`src/rtl/intr_presenter.sv`:
```
module intr_presenter #(
  parameter int SRC_W   = 24,
  parameter int PRIO_W  = 8,
  parameter int IPI_SRC = 2
) (
  input  logic                     clk,
  input  logic                     rst_n,
  input  logic                     req_valid,
  input  logic [SRC_W-1:0]         req_src,
  input  logic [PRIO_W-1:0]        req_prio,
  input  logic                     cmd_valid,
  input  logic [1:0]               cmd_code,
  input  logic [PRIO_W+SRC_W-1:0]  cmd_data,
  output logic                     irq_out,
  output logic [PRIO_W+SRC_W-1:0]  state_word,
  output logic [PRIO_W-1:0]        pend_prio,
  output logic [PRIO_W-1:0]        ipi_prio,
  output logic                     acc_valid,
  output logic [PRIO_W+SRC_W-1:0]  acc_word,
  output logic                     rej_valid,
  output logic [SRC_W-1:0]         rej_src,
  output logic                     eoi_valid,
  output logic [SRC_W-1:0]         eoi_src,
  output logic                     rsd_valid
);

  localparam int WORD_W = PRIO_W + SRC_W;
  localparam logic [PRIO_W-1:0] LEAST = '1;
  localparam logic [SRC_W-1:0]  IPI_NUM = SRC_W'(IPI_SRC);
  localparam logic [1:0] OP_CPPR = 2'd0, OP_IPI = 2'd1, OP_ACC = 2'd2, OP_EOI = 2'd3;

  logic [WORD_W-1:0] word_q, word_n;
  logic [PRIO_W-1:0] pp_q, pp_n, mfrr_q, mfrr_n;
  logic              own_q, own_n, irq_q, irq_n;
  logic              acc_v_n, rej_v_n, eoi_v_n, rsd_v_n, do_ipi;
  logic [WORD_W-1:0] acc_w_n;
  logic [SRC_W-1:0]  rej_s_n, eoi_s_n;

  wire [PRIO_W-1:0] cppr    = word_q[WORD_W-1:SRC_W];
  wire [SRC_W-1:0]  xisr    = word_q[SRC_W-1:0];
  wire              pend    = (xisr != '0);
  wire [PRIO_W-1:0] new_pri = cmd_data[PRIO_W-1:0];

  always_comb begin
    word_n  = word_q;
    pp_n    = pp_q;
    mfrr_n  = mfrr_q;
    own_n   = own_q;
    irq_n   = irq_q;
    acc_v_n = 1'b0;
    acc_w_n = '0;
    rej_v_n = 1'b0;
    rej_s_n = '0;
    eoi_v_n = 1'b0;
    eoi_s_n = '0;
    rsd_v_n = 1'b0;
    do_ipi  = 1'b0;
    if (cmd_valid) begin
      case (cmd_code)
        OP_CPPR: begin
          word_n[WORD_W-1:SRC_W] = new_pri;
          if (new_pri < cppr) begin
            if (pend && new_pri <= pp_q) begin
              word_n[SRC_W-1:0] = '0;
              pp_n  = LEAST;
              irq_n = 1'b0;
              own_n = 1'b0;
              if (own_q) begin
                rej_v_n = 1'b1;
                rej_s_n = xisr;
              end
            end
          end else if (new_pri > cppr) begin
            rsd_v_n = 1'b1;
            do_ipi  = 1'b1;
          end
        end
        OP_IPI: begin
          mfrr_n = new_pri;
          do_ipi = 1'b1;
        end
        OP_ACC: begin
          acc_v_n = 1'b1;
          acc_w_n = word_q;
          word_n  = {pp_q, {SRC_W{1'b0}}};
          pp_n    = LEAST;
          own_n   = 1'b0;
          irq_n   = 1'b0;
        end
        default: begin
          word_n[WORD_W-1:SRC_W] = cmd_data[WORD_W-1:SRC_W];
          eoi_v_n = 1'b1;
          eoi_s_n = cmd_data[SRC_W-1:0];
          rsd_v_n = 1'b1;
          do_ipi  = 1'b1;
        end
      endcase
      if (do_ipi && (mfrr_n < word_n[WORD_W-1:SRC_W]) && !(pend && pp_q <= mfrr_n)) begin
        if (pend && own_q) begin
          rej_v_n = 1'b1;
          rej_s_n = xisr;
        end
        word_n[SRC_W-1:0] = IPI_NUM;
        pp_n  = mfrr_n;
        own_n = 1'b0;
        irq_n = 1'b1;
      end
    end else if (req_valid && req_src != '0) begin
      if (!(req_prio >= cppr || (pend && pp_q <= req_prio))) begin
        if (pend && own_q) begin
          rej_v_n = 1'b1;
          rej_s_n = xisr;
        end
        word_n[SRC_W-1:0] = req_src;
        pp_n  = req_prio;
        own_n = 1'b1;
        irq_n = 1'b1;
      end
    end
  end

  always_ff @(posedge clk or negedge rst_n) begin
    if (!rst_n) begin
      word_q    <= '0;
      pp_q      <= LEAST;
      mfrr_q    <= LEAST;
      own_q     <= 1'b0;
      irq_q     <= 1'b0;
      acc_valid <= 1'b0;
      acc_word  <= '0;
      rej_valid <= 1'b0;
      rej_src   <= '0;
      eoi_valid <= 1'b0;
      eoi_src   <= '0;
      rsd_valid <= 1'b0;
    end else begin
      word_q    <= word_n;
      pp_q      <= pp_n;
      mfrr_q    <= mfrr_n;
      own_q     <= own_n;
      irq_q     <= irq_n;
      acc_valid <= acc_v_n;
      acc_word  <= acc_w_n;
      rej_valid <= rej_v_n;
      rej_src   <= rej_s_n;
      eoi_valid <= eoi_v_n;
      eoi_src   <= eoi_s_n;
      rsd_valid <= rsd_v_n;
    end
  end

  assign irq_out    = irq_q;
  assign state_word = word_q;
  assign pend_prio  = pp_q;
  assign ipi_prio   = mfrr_q;

  p_line_follows_slot_r2: assert property (@(posedge clk) disable iff (!rst_n)
    irq_q == (word_q[SRC_W-1:0] != '0));

  p_empty_least_r6: assert property (@(posedge clk) disable iff (!rst_n)
    (word_q[SRC_W-1:0] == '0) |-> (pp_q == LEAST));

  p_owner_has_slot_r9: assert property (@(posedge clk) disable iff (!rst_n)
    own_q |-> (word_q[SRC_W-1:0] != '0));

  p_reject_names_owner_r5: assert property (@(posedge clk) disable iff (!rst_n)
    rej_valid |-> ($past(own_q) && rej_src == $past(word_q[SRC_W-1:0])));

  p_drop_unfavoured_r3: assert property (@(posedge clk) disable iff (!rst_n)
    $past(req_valid && !cmd_valid && req_prio >= word_q[WORD_W-1:SRC_W])
      |-> ($stable(word_q) && $stable(pp_q)));

  p_accept_empties_r6: assert property (@(posedge clk) disable iff (!rst_n)
    acc_valid |-> (word_q[SRC_W-1:0] == '0 && pp_q == LEAST && !irq_q));

  p_eoi_resends_r10: assert property (@(posedge clk) disable iff (!rst_n)
    eoi_valid |-> rsd_valid);

endmodule

```
`config.mk`:
```
export PLATFORM = sky130hd
export DESIGN_NAME = intr_presenter
export DESIGN_NICKNAME = d
export VERILOG_FILES = /design/src/rtl/intr_presenter.sv
export SDC_FILE = /design/constraint.sdc
export NUM_CORES = 1
export LEC_CHECK = 0
export ABC_AREA = 1
export CAP_MARGIN = 30
export CORE_MARGIN = 5
export CORE_UTILIZATION = 43
export CTS_CLUSTER_SIZE = 24
export DETAILED_ROUTE_END_ITERATION = 16
export GPL_TIMING_DRIVEN = 0
export PLACE_DENSITY_LB_ADDON = 0.25
export RECOVER_POWER = 25
export SYNTH_ARGS = -nofsm -noshare
export SYNTH_HDL_FRONTEND = slang
export SYNTH_SLANG_ARGS = --single-unit
export TNS_END_PERCENT = 50
```
`constraint.sdc`:
```
create_clock -name clk -period 2.3 [get_ports clk]
set_clock_uncertainty 0.1 [all_clocks]
set_input_delay 0.345 -clock clk [delete_from_list [all_inputs] [get_ports clk]]
set_output_delay 0.345 -clock clk [all_outputs]
set_load 0.02 [all_outputs]
```
# [Word level (Yosys, flattened, before mapping)]
# Index checks and enable logic that the tools add are counted.
[word_totals] register_bits=134 inputBits=70
[classes] magnitude_cmp=7 n_eq_ne=6 muxes=61 n_reduce_logical=16
[ops] operator="$mux W24" count=18
[ops] operator="$mux W8" count=9
[ops] operator="$mux W32" count=2
[ops] operator="$pmux W24 S2" count=1
[ops] operator="$reduce_bool A24 Y1" count=2
[ops] operator="$mux W1" count=26
[ops] operator="$le A8 B8 Y1" count=3
[ops] operator="$pmux W8 S3" count=1
[ops] operator="$lt A8 B8 Y1" count=2
[ops] operator="$pmux W8 S2" count=1
[ops] operator="$ge A8 B8 Y1" count=1
[ops] operator="$gt A8 B8 Y1" count=1
[ops] operator="$ne A4 B4 Y1 const B" count=2
[ops] operator="$logic_and A1 B1 Y1" count=7
[ops] operator="$pmux W1 S2" count=3
[ops] operator="$reduce_and A5 Y1" count=1
[ops] operator="$ne A4 B1 Y1 const B" count=1
[ops] operator="$reduce_or A3 Y1" count=1
[ops] operator="$eq A2 B1 Y1 const B" count=1
[ops] operator="$eq A2 B2 Y1 const B" count=1
[ops] operator="$logic_not A2 Y1" count=1
[ops] operator="$ne A2 B2 Y1 const B" count=1
[ops] operator="$reduce_bool A2 Y1" count=1
[ops] operator="$reduce_or A2 Y1" count=1
[ops] operator="other kinds (2)" count=2

# [Logic depth before layout (Yosys ltp)]
# Gate-level depths: netlist (run 1).
[logic_depth] word_depth=9 mapped_depth=22 depth_no_buf=20

# [Least setup slack after synthesis (run 1)]
# Ideal clock, no wire load.
[synth_timing] kind="input to register" startpoint="input cmd_code[1]" endpoint="register word_q[17], in the netlist state_word[17]" setup_ns=0.117 t_arrival_ns=2.759 t_required_ns=2.083 slack_ns=-0.677 path_stages=19 n_path_buf=3 cell_sequence="inv_1 ha_1 buf_4 clkbuf_1 inv_1 o22ai_1 o22ai_1 ha_1 a21oi_1 o21ai_0 nor3_1 nand3_1 nor2_4 nand2_4 nand2_1 nand3_4 buf_6 nand2_1 nand2_1"
[synth_between] elab_chain_len=9
[synth_rtl] item="start, declared" line="12" text="input logic [1:0] cmd_code,"
[synth_rtl] item="$eq A2 B1 Y1" line="59" text="case (cmd_code)"
[synth_rtl] item="$mux W8" line="59"
[synth_rtl] item="$mux W8" line="58" text="if (cmd_valid) begin"
[synth_rtl] item="$le A8 B8 Y1" line="98" text="if (do_ipi && (mfrr_n < word_n[WORD_W-1:SRC_W]) && !(pend && pp_q <= mfrr_n)) begin"
[synth_rtl] item="$logic_and A1 B1 Y1" line="98"
[synth_rtl] item="$logic_not A1 Y1" line="98"
[synth_rtl] item="$logic_and A1 B1 Y1" line="98"
[synth_rtl] item="$ne A4 B1 Y1 (no line), or another cell as far along"
[synth_rtl] item="$reduce_and A5 Y1 (no line) or $mux W24 (tied branches)"
[synth_rtl] item="end signal, assigned" line="137" text="word_q <= word_n;"
[synth_rtl] item="end, declared" line="32" text="logic [WORD_W-1:0] word_q, word_n;"
# Several ways; a longest one is shown, not always the timed one. The select of a mux whose other input is x is not followed.
# A chain may end at the register's enable or synchronous reset.

# [Worst setup path in the final report (run 1)]
[layout_timing] startpoint="register pp_q[7], in the netlist pend_prio[7]" endpoint="register word_q[18], in the netlist state_word[18]"
[layout_between] elab_chain_len=7
[layout_rtl] item="start, declared" line="33" text="logic [PRIO_W-1:0] pp_q, pp_n, mfrr_q, mfrr_n;"
[layout_rtl] item="start signal, assigned" line="138" text="pp_q <= pp_n;"
[layout_rtl] item="$pmux W8 S3" line="59"
[layout_rtl] item="$mux W8" line="58"
[layout_rtl] item="$lt A8 B8 Y1" line="98"
[layout_rtl] item="$logic_and A1 B1 Y1 (2 in a row)" line="98"
[layout_rtl] item="$ne A4 B1 Y1 (no line), or another cell as far along"
[layout_rtl] item="$reduce_and A5 Y1 (no line) or $mux W24 (tied branches)"
# Several ways; a longest one is shown, not always the timed one. The select of a mux whose other input is x is not followed.

==> metrics.md, run 1 <==
| Metric | Value |
|---|---|
| Die H | `136 um` |
| Final period util | `1.16` |
| CP max-delay cell | `dfstp_2` |
| Fin util | `0.658` |
| HPWL after DPL | `15400 um` |
| Slowest stage delay, CP | `0.55 ns` |
| Syn avg cell area | `8.36 um2` |
| # nets final | `1193` |
| CTS tree | `yes` |
| Status | `finished with violations` |
| Seq cells post-synth | `134` |
| Initial antenna violation count | `1` |
| Synth cell count leaders | `nand2_1 (166), inv_1 (132), dfrtp_1 (118)` |
| WL final | `21400 um` |
| Crit path cell chain | `inv_2 -> o22ai_2 -> o22ai_2 -> ha_4 -> a21oi_1 -> o21ai_1 -> nor3_2 -> nand3_1 -> nor2_4 -> nand2_4 -> nand3_4 -> nand3_4 -> clkbuf_16 -> nand2_2 -> nand2_1` |
| Vias in the first global route | `6201` |
| Startpoint Class | `flip-flop` |
| Post-Syn Instances | `818` |
| H-tree levels | `4` |
| IO Port Bufs | `202` |
| Drc violations | `0` |
| Worst Setup SP | `pend_prio[7]` |
| Final setup margin | `-0.366 ns` |
| Count leader, synth | `nand2_1` |
| CTS Buffer Depth | `2` |
| Setup TNS | `-17.29 ns` |
| # rows | `46` |
| RSZ-0062 raised after global routing | `true` |
| Worst Path Required | `2.51 ns` |
| First-pass GRT wire length | `32100 um` |
| Post-synth EDFFs | `0` |
| Final hold vios | `0` |
| Slew HR | `0.0390` |
| Maximum vdd ir drop | `0.689 mV` |
| Max Fclk | `375 MHz` |
| Die W | `136 um` |
| P per Cell Area | `936 mW/mm2` |
| Share of layout cells above drive strength 1 | `0.186` |
| WL per Instance | `16.4 um` |
| Via count | `6356` |
| Slew Viols, Final | `0` |
| Core Region | `0.0158 mm2` |
| Gr usage total | `0.225` |
| Worst hold start | `cmd_data[6]` |
| Ys async rst share | `1.00` |
| WHS | `0.191 ns` |
| Reg clk slew, reported paths | `0.06 ns` |
| Final setup viols | `59` |
| Gp weighted congestion | `0.962` |
| Initial drt markers | `446` |
| Main flop type after synthesis | `dfrtp_1` |
| Congestion Overflow GR | `0` |
| Antenna-violating nets left | `0` |
| Synth warnings | `0` |
| Library cells used by synthesis | `34` |
| Root Buffer | `clkbuf_16` |
| Reg-to-reg startpoint | `pend_prio[7]` |
| Hold Path Class | `in -> reg` |
| Place WS | `-1.53 ns` |
| Vias per cell | `4.89` |
| Leak | `0.00518 uW` |
| Crit-path leading delay family | `simple AND/OR/NAND/NOR gates` |
| MaxCap Viol Count | `0` |
| Area growth, synth to finish | `51.7%` |
| Worst-path fanout max | `6` |
| CP arrival | `2.88 ns` |
| CTS Buf Count | `17` |
| DR pass1 iterations | `5` |
| Final min period | `2.67 ns` |
| Yosys top cell area share | `0.432` |
| Largest cells by area after synthesis | `dfrtp_1 (43%), ha_1 (9.5%), nand2_1 (9.1%), inv_1 (7.2%), nor2_1 (6.4%)` |
| Critical path class | `reg -> reg` |
| DIE AREA | `0.0185 mm2` |
| Setup crit end kind | `flip-flop` |
| Register area share after synthesis | `0.493` |
| Synthesized net count | `940` |
| Failing checks | `setup timing` |
| Buf+Inv Stages, Crit Path | `2` |
| Synth area leader | `dfrtp_1` |
| Worst-Skew Late Latency | `0.43 ns` |
| Ports | `203` |
| Clock Sinks | `134` |
| Worst-margin pin slew | `1.44 ns` |
| Pin count of the biggest net entering global routing | `80` |
| Syn Std Cell Area | `0.00684 mm2` |
| Initial Utilization | `0.434` |
path summary, 6_finish.rpt:
kind	to	slack (ns)	cells past startpoint
max	state_word[18]	-0.37	15
min	eoi_src[6]	0.19	3
max reg2reg	state_word[18]	-0.37	15
min reg2reg	irq_out	0.38	2
max in group asynchronous	ipi_prio[5]	0.29	3
min in group asynchronous	acc_word[9]	0.70	2
cell families after synthesis:
logic type,after synthesis,share of synthesized area
buf+inv,168,0.103
compound gates,105,0.0854
fa+ha+maj,52,0.0951
flops,134,0.493
simple gates,359,0.224
worst min-delay path: stages:
cell and delay (ns):
dlymetal6s2s_1 0.17, inv_2 0.11, nor2_1 0.05
cell usage in the layout, fill, tap and decap left out, types with 9 or more instances in the layout:
cell type | Yosys | routed
ha_1 | 52 | 45
clkbuf_1 | 15 | 11
a21oi_1 | 48 | 44
buf_4 | 1 | 28
o21ai_0 | 31 | 20
dfrtp_1 | 118 | 118
nand2_2 | 4 | 27
nand2_1 | 166 | 139
buf_6 | 8 | 12
inv_1 | 132 | 114
nor2_1 | 116 | 114
clkdlybuf4s50_1 | 0 | 196
o22ai_2 | 0 | 9
inv_2 | 6 | 21
dfstp_2 | 16 | 16
nand3_1 | 50 | 48
clkbuf_16 | 0 | 20
registers in the layout (all words and copies together), names as in the netlist:
name	flops
eoi_src	24
eoi_valid	1
rej_src	24
acc_word	32
rej_valid	1
rsd_valid	1
state_word	32
irq_out	1
own_q	1
ipi_prio	8
pend_prio	8
acc_valid	1
power breakdown:
part / internal, uW / switching, uW / total [uW]
registers: 2760 / 358 / 3120
logic: 1750 / 2250 / 4000
clock network: 1420 / 1170 / 2590
per-stage QoR:
stage	total power (uW)	std cells	cell area [um2]
2_1_floorplan	5080	818	6910
3_3_place_gp	6470	1236	9200
3_5_place_dp	6530	1237	9230
4_1_cts	9400	1287	10100
5_1_grt	10200	1301	10400
6_report	9720	1301	10400
final cells by class:
class | instances | area [um2]
diodes | 1 | 2.50
repair buffers | 234 | 2320
clock buffers | 17 | 425
plain buffers | 29 | 233
flip-flops and latches | 134 | 3370
well taps | 216 | 270
fillers | 1383 | 5390
multi-input cells | 517 | 3070
inverters | 138 | 543
clock inverters | 15 | 141
routing by layer:
metal | up-vias | GRT usage | wire length (um)
met5 | - | 0 | 0
met4 | 0 | 0.0918 | 684
met3 | 53 | 0.0440 | 1600
met2 | 265 | 0.365 | 10100
met1 | 2951 | 0.295 | 8940
li1 | 3087 | - | -
timing repair:
action                                  4_1_cts  5_1_grt
endpoints found under the setup margin       59       59
pin swaps                                     9       20
endpoints found under the hold margin        50        0
hold buffers                                  1        0
resized for setup                            61       63
buffers inserted                             13       10
cloned                                        4        4
(Power assumes the default switching activity.)
==> inputs of run 2 (changes only) <==
--- a/config.mk
+++ b/config.mk
@@ -8,7 +8,8 @@
 export ABC_AREA = 1
 export CAP_MARGIN = 30
 export CORE_MARGIN = 5
-export CORE_UTILIZATION = 43
+export CORE_UTILIZATION = 49
+export CTS_BUF_LIST = sky130_fd_sc_hd__clkbuf_4
 export CTS_CLUSTER_SIZE = 24
 export DETAILED_ROUTE_END_ITERATION = 16
 export GPL_TIMING_DRIVEN = 0
==> constraint.sdc (replaced) <==
create_clock -name clk -period 2.7 [get_ports clk]
set_clock_uncertainty 0.1 [all_clocks]
set_input_delay 0.405 -clock clk [delete_from_list [all_inputs] [get_ports clk]]
set_output_delay 0.405 -clock clk [all_outputs]
set_load 0.02 [all_outputs]
==> run 2 against run 1 <==
The flow finishes with violations (capacitance limit, slew limit, setup timing). Final area shrank 5.3%. Clock power shrank 51%. Critical path depth is the same. Largest power group unchanged. Hold slack gained 0.0031 ns. Critical endpoint is now state_word[11]. Cell count shrank 3.6%. Non-clock buffer count shrank 11. Sequential cell count is the same. Largest cell class unchanged.
==> metrics.md, run 2 (synthesis gave the netlist of run 1 again) <==
| Metric | Value |
|---|---|
| IO Port Bufs | `202` |
| Pint | `4160 uW` |
| Slew HR | `-0.220` |
| P per Cell Area | `730 mW/mm2` |
| Commonest non-fill, non-tap cells in the layout | `clkdlybuf4s50_1 (199), nand2_1 (140), inv_1 (125)` |
| Crit path cell chain | `inv_2 -> o22ai_2 -> o22ai_2 -> ha_1 -> nand2_2 -> nor2_2 -> nor3_2 -> nand3_1 -> nor2_4 -> nand2_4 -> nand3_4 -> nand3_4 -> clkbuf_16 -> nand2_1 -> nand2_1` |
| First-pass GRT wire length | `31300 um` |
| DIE AREA | `0.0164 mm2` |
| Slew Viols, Final | `40` |
| Initial antenna violation count | `1` |
| Area growth, synth to finish | `43.7%` |
| Clock Sinks | `134` |
| Final period util | `1.01` |
| Commonest non-fill, non-tap cell in the layout | `clkdlybuf4s50_1` |
| Reg clk slew, reported paths | `0.14 ns` |
| Vias in the first global route | `6096` |
| Max Fclk | `367 MHz` |
| Ports | `203` |
| Hold Path Class | `in -> reg` |
| Post-Layout Cell Count | `1254` |
| WL met1 | `8600 um` |
| Routed wl met2 | `9930 um` |
| CTS tree | `yes` |
| Die H | `128 um` |
| H-tree levels | `4` |
| MaxCap Viol Count | `1` |
| Share of layout cells above drive strength 1 | `0.152` |
| Maximum vdd ir drop | `0.489 mV` |
| Clk pwr share | `0.175` |
| Fill cell total of the finished layout | `1130` |
| Congestion Overflow GR | `0` |
| # nets final | `1182` |
| Place WS | `-1.18 ns` |
| Top sig layer | `met4` |
| Slowest stage delay, CP | `0.58 ns` |
| Comb power frac | `0.455` |
| CP arrival | `3.11 ns` |
| HPWL after DPL | `15100 um` |
| Status | `finished with violations` |
| Drc violations | `0` |
| Initial drt markers | `504` |
| CTS Buffer Depth | `2` |
| Critical path class | `reg -> reg` |
| Buf+Inv Stages, Crit Path | `2` |
| Core Region | `0.0138 mm2` |
| Vias per cell | `5.02` |
| Worst-path fanout max | `6` |
| Gr usage total | `0.247` |
| Placed cell count | `1201` |
| # rows | `43` |
| Worst-Skew Late Latency | `0.58 ns` |
| Tot Pwr | `7180 uW` |
| Final min period | `2.72 ns` |
| CP max-delay cell | `dfstp_2` |
| WL per Instance | `16.3 um` |
| DR pass1 iterations | `6` |
| Initial Utilization | `0.497` |
| Final setup margin | `-0.0234 ns` |
| P_sw | `3020 uW` |
| CTS Buf Count | `17` |
| Root Buffer | `clkbuf_4` |
| Via count | `6297` |
| Startpoint Class | `flip-flop` |
| Setup crit end kind | `flip-flop` |
| Setup TNS | `-0.0939 ns` |
| Fin util | `0.714` |
| Switching share of power | `0.421` |
| WL final | `20400 um` |
| Antenna-violating nets left | `0` |
| Crit-path leading delay family | `simple AND/OR/NAND/NOR gates` |
| Die W | `128 um` |
| Worst Path Required | `3.08 ns` |
| Leak | `0.00496 uW` |
| Final setup viols | `9` |
| Sequential power share | `0.369` |
| Met3 wire len | `1450 um` |
| Worst-margin pin slew | `1.83 ns` |
| RSZ-0062 raised after global routing | `true` |
| Final hold vios | `0` |
| Gp weighted congestion | `0.910` |
| Failing checks | `capacitance limit, slew limit, setup timing` |
| Pin count of the biggest net entering global routing | `96` |
==> run 2: cell types whose count changed in the layout (fill, tap and decap cells not counted), moves of 4 or more <==
cell | previous run | this run
inv_2 | 21 | 10
ha_1 | 45 | 49
inv_1 | 114 | 125
clkbuf_4 | 0 | 18
clkbuf_16 | 20 | 3
buf_4 | 28 | 16
==> run 2: worst reg2reg max path: stages (launching register included) <==
cell and delay [ns]:
dfstp_2 0.58, inv_2 0.05, o22ai_2 0.18, o22ai_2 0.12, ha_1 0.31, nand2_2 0.10
nor2_2 0.04, nor3_2 0.18, nand3_1 0.13, nor2_4 0.12, nand2_4 0.09, nand3_4 0.14
nand3_4 0.18, clkbuf_16 0.22, nand2_1 0.05, nand2_1 0.05
==> run 2: stage by stage <==
stage / instance area [um2] / hold WS [ns]
final: 9830 / 0.194
after global routing: 9830 / 0.207
after CTS: 9580 / 0.184
after detailed placement: 9190 / 0.238
after global placement: 9160 / 0.357
after floorplan: 6910 / 0.00941
==> run 2: layout make-up <==
| class | instances | area, um2 | area share |
|---|---|---|---|
| Clock inverter | 15 | 136 | 0.0139 |
| Sequential cell | 134 | 3370 | 0.343 |
| Tap cell | 180 | 225 | 0.0229 |
| Timing Repair Buffer | 223 | 2240 | 0.228 |
| Multi-Input combinational cell | 517 | 2960 | 0.301 |
| Antenna cell | 1 | 2.50 | 0.000255 |
| Buffer | 29 | 225 | 0.0229 |
| Clock buffer | 17 | 128 | 0.0130 |
| Inverter | 138 | 541 | 0.0550 |
==> run 2: worst paths after layout <==
path	from	endpoint	slack, ns	cells after the start
max in group asynchronous	rst_n	ipi_prio[7]	0.39	3
worst min-delay path	cmd_code[0]	rsd_valid	0.19	4
worst max register to register	pend_prio[6]	state_word[11]	-0.02	15
min in group asynchronous	rst_n	state_word[26]	0.86	2
worst min register to register	own_q	own_q	0.40	2
worst max-delay path	pend_prio[6]	state_word[11]	-0.02	15
==> run 2: timing repair <==
item / 4_1_cts / 5_1_grt
setup endpoints to repair: 59 / 58
gates cloned: 2 / 4
setup buffers: 10 / 4
endpoints found under the hold margin: 39 / 0
resized for setup: 20 / 58
pin swaps: 8 / 17
hold buffers: 1 / 0
==> run 2: power by group through the flow <==
stage	logic (uW)	registers [uW]	clock network, uW
floorplan	1370	2960	0
global placement	2810	2690	0
detailed placement	2870	2690	0
CTS	3030	2620	1280
global route	3580	2690	1370
finish	3270	2650	1260
==> run 2: layer usage <==
metal | up-vias | global-route usage
li1 | 3047 | -
met1 | 2991 | 0.328
met2 | 225 | 0.397
met3 | 34 | 0.0583
met4 | 0 | 0.0911
met5 | - | 0
==> inputs of run 3 (changes only) <==
--- a/config.mk
+++ b/config.mk
@@ -12,10 +12,11 @@
 export CTS_BUF_LIST = sky130_fd_sc_hd__clkbuf_4
 export CTS_CLUSTER_SIZE = 24
 export DETAILED_ROUTE_END_ITERATION = 16
+export GPL_ROUTABILITY_DRIVEN = 0
 export GPL_TIMING_DRIVEN = 0
 export PLACE_DENSITY_LB_ADDON = 0.25
 export RECOVER_POWER = 25
 export SYNTH_ARGS = -nofsm -noshare
 export SYNTH_HDL_FRONTEND = slang
 export SYNTH_SLANG_ARGS = --single-unit
-export TNS_END_PERCENT = 50
+export TNS_END_PERCENT = 20
==> run 3 against run 2 <==
The flow now finishes without violations. Non-clock buffer count up 1. Die area unchanged. Fmax rose by 1.9%. Sequential cell count did not move. Final area is 0.41% lower. Utilization fell by 0.29 points. Critical path depth fell by 2. Register-to-register slack better by 0.05 ns. Hold slack improved by 0.0014 ns. Global-route usage decreased by 0.45 points. Sequential power hardly changed. Critical endpoint is now state_word[20].
==> metrics.md, run 3 (synthesis gave the netlist of run 1 again) <==
| Metric | Value |
|---|---|
| Startpoint Class | `flip-flop` |
| # nets final | `1182` |
| WL final | `20400 um` |
| Place WS | `-1.17 ns` |
| First-pass GRT wire length | `31000 um` |
| Max Fclk | `374 MHz` |
| Die W | `128 um` |
| Hold Path Class | `in -> reg` |
| Die H | `128 um` |
| CTS tree | `yes` |
| Pin count of the biggest net entering global routing | `80` |
| Ports | `203` |
| HPWL after DPL | `15100 um` |
| Final min period | `2.67 ns` |
| Congestion Overflow GR | `0` |
| WL per Instance | `16.2 um` |
| Commonest non-fill, non-tap cell in the layout | `clkdlybuf4s50_1` |
| Final hold vios | `0` |
| Crit-path leading delay family | `simple AND/OR/NAND/NOR gates` |
| Worst-Skew Late Latency | `0.57 ns` |
| Drc violations | `0` |
| Worst-path fanout max | `7` |
| Maximum vdd ir drop | `0.493 mV` |
| Fin util | `0.711` |
| Core Region | `0.0138 mm2` |
| Via count | `6284` |
| Final period util | `0.989` |
| CTS Buf Count | `17` |
| WHS | `0.195 ns` |
| Antenna-violating nets left | `0` |
| Share of layout cells above drive strength 1 | `0.139` |
| Leak | `0.00494 uW` |
| CP max-delay cell | `dfstp_2` |
| DIE AREA | `0.0164 mm2` |
| Vias in the first global route | `6112` |
| P per Cell Area | `750 mW/mm2` |
| Crit path cell chain | `inv_1 -> o22ai_1 -> o22ai_1 -> ha_1 -> a21oi_1 -> nand2_1 -> nand2_2 -> nand2_4 -> nand3_4 -> nand3_4 -> buf_4 -> nand2_1 -> nand2_1` |
| Slowest stage delay, CP | `0.61 ns` |
| H-tree levels | `4` |
| CTS Buffer Depth | `2` |
| Initial Utilization | `0.497` |
| Critical path class | `reg -> reg` |
| CP arrival | `3.02 ns` |
| Slew HR | `0.0803` |
| # rows | `43` |
| Vias per cell | `5.01` |
| Worst-margin pin slew | `1.38 ns` |
| Fill cell total of the finished layout | `1091` |
| Final setup margin | `0.0285 ns` |
| Root Buffer | `clkbuf_4` |
| Area growth, synth to finish | `43.1%` |
| Setup crit end kind | `flip-flop` |
| Commonest non-fill, non-tap cells in the layout | `clkdlybuf4s50_1 (199), nand2_1 (158), inv_1 (125)` |
| Final setup viols | `0` |
| RSZ-0062 raised after global routing | `true` |
| Buf+Inv Stages, Crit Path | `2` |
| Slew Viols, Final | `0` |
| Initial antenna violation count | `1` |
| Reg clk slew, reported paths | `0.12 ns` |
| Status | `finished clean` |
| Worst Path Required | `3.05 ns` |
| Gr usage total | `0.243` |
| Initial drt markers | `440` |
| IO Port Bufs | `202` |
| Top cell by count, worst path | `nand2_1` |
| MaxCap Viol Count | `0` |
| DR pass1 iterations | `5` |
| Clock Sinks | `134` |
run 3: cell count changes in the layout (fill, tap and decap cells not counted), sizes merged:
cell | previous run | this run
inv | 146 | 143
clkbuf | 34 | 32
clkinv | 4 | 5
clkinvlp | 3 | 2
bufinv | 0 | 3
clkdlybuf4s15 | 1 | 0
buf | 34 | 38
nand3 | 56 | 55
run 3: repair_timing:
item / in CTS / in global routing
setup endpoints to repair: 59 / 56
hold buffers: 1 / 0
gates resized for setup: 16 / 41
gates cloned: 0 / 3
buffers inserted: 5 / 12
pin swaps: 4 / 11
endpoints found under the hold margin: 47 / 0
run 3: per-layer routing:
layer	vias to the layer above	routed length, um	global-route usage	part of all wire
li1	3047	-	-	-
met1	2919	8380	0.314	0.41
met2	262	9820	0.398	0.48
met3	56	1450	0.0479	0.071
met4	0	704	0.106	0.035
met5	-	0	0	0
run 3: power by group:
part / total (uW) / switching, uW / internal (uW)
Combinational: 3210 / 1830 / 1380
Clock: 1490 / 824 / 662
Sequential: 2640 / 290 / 2350
run 3: stage by stage:
stage / TNS [ns] / total power (uW) / area, um2 / cells
final: 0 / 7340 / 9790 / 1254
after global routing: -1.96 / 7780 / 9790 / 1254
after CTS: -0.00324 / 7090 / 9560 / 1238
after detailed placement: -65.65 / 5560 / 9190 / 1201
after global placement: -585.52 / 5490 / 9160 / 1200
after floorplan: -0.00185 / 4330 / 6910 / 818
run 3: final cells by class:
type / instances / area [um2] / share of cell area
well taps: 180 / 225 / 0.0230
clock buffers: 17 / 128 / 0.0130
diodes: 1 / 2.50 / 0.000256
repair buffers: 224 / 2190 / 0.224
inverters: 138 / 541 / 0.0552
plain buffers: 29 / 218 / 0.0222
clock inverters: 15 / 191 / 0.0196
flip-flops and latches: 134 / 3370 / 0.345
multi-input cells: 516 / 2920 / 0.298
run 3: final timing paths:
check | to | cells past startpoint | slack [ns] | startpoint
worst min-delay path | rsd_valid | 4 | 0.20 | cmd_code[1]
worst max register to register | state_word[20] | 13 | 0.03 | pend_prio[3]
worst min register to register | irq_out | 2 | 0.39 | irq_out
max in group asynchronous | state_word[22] | 3 | 0.56 | rst_n
worst max-delay path | state_word[20] | 13 | 0.03 | pend_prio[3]
min in group asynchronous | state_word[28] | 2 | 0.58 | rst_n
run 3: tightest hold or removal path, cell delays in order:
cell and delay (ns):
buf_2 0.17, inv_12 0.07, ha_1 0.11, a211oi_1 0.07
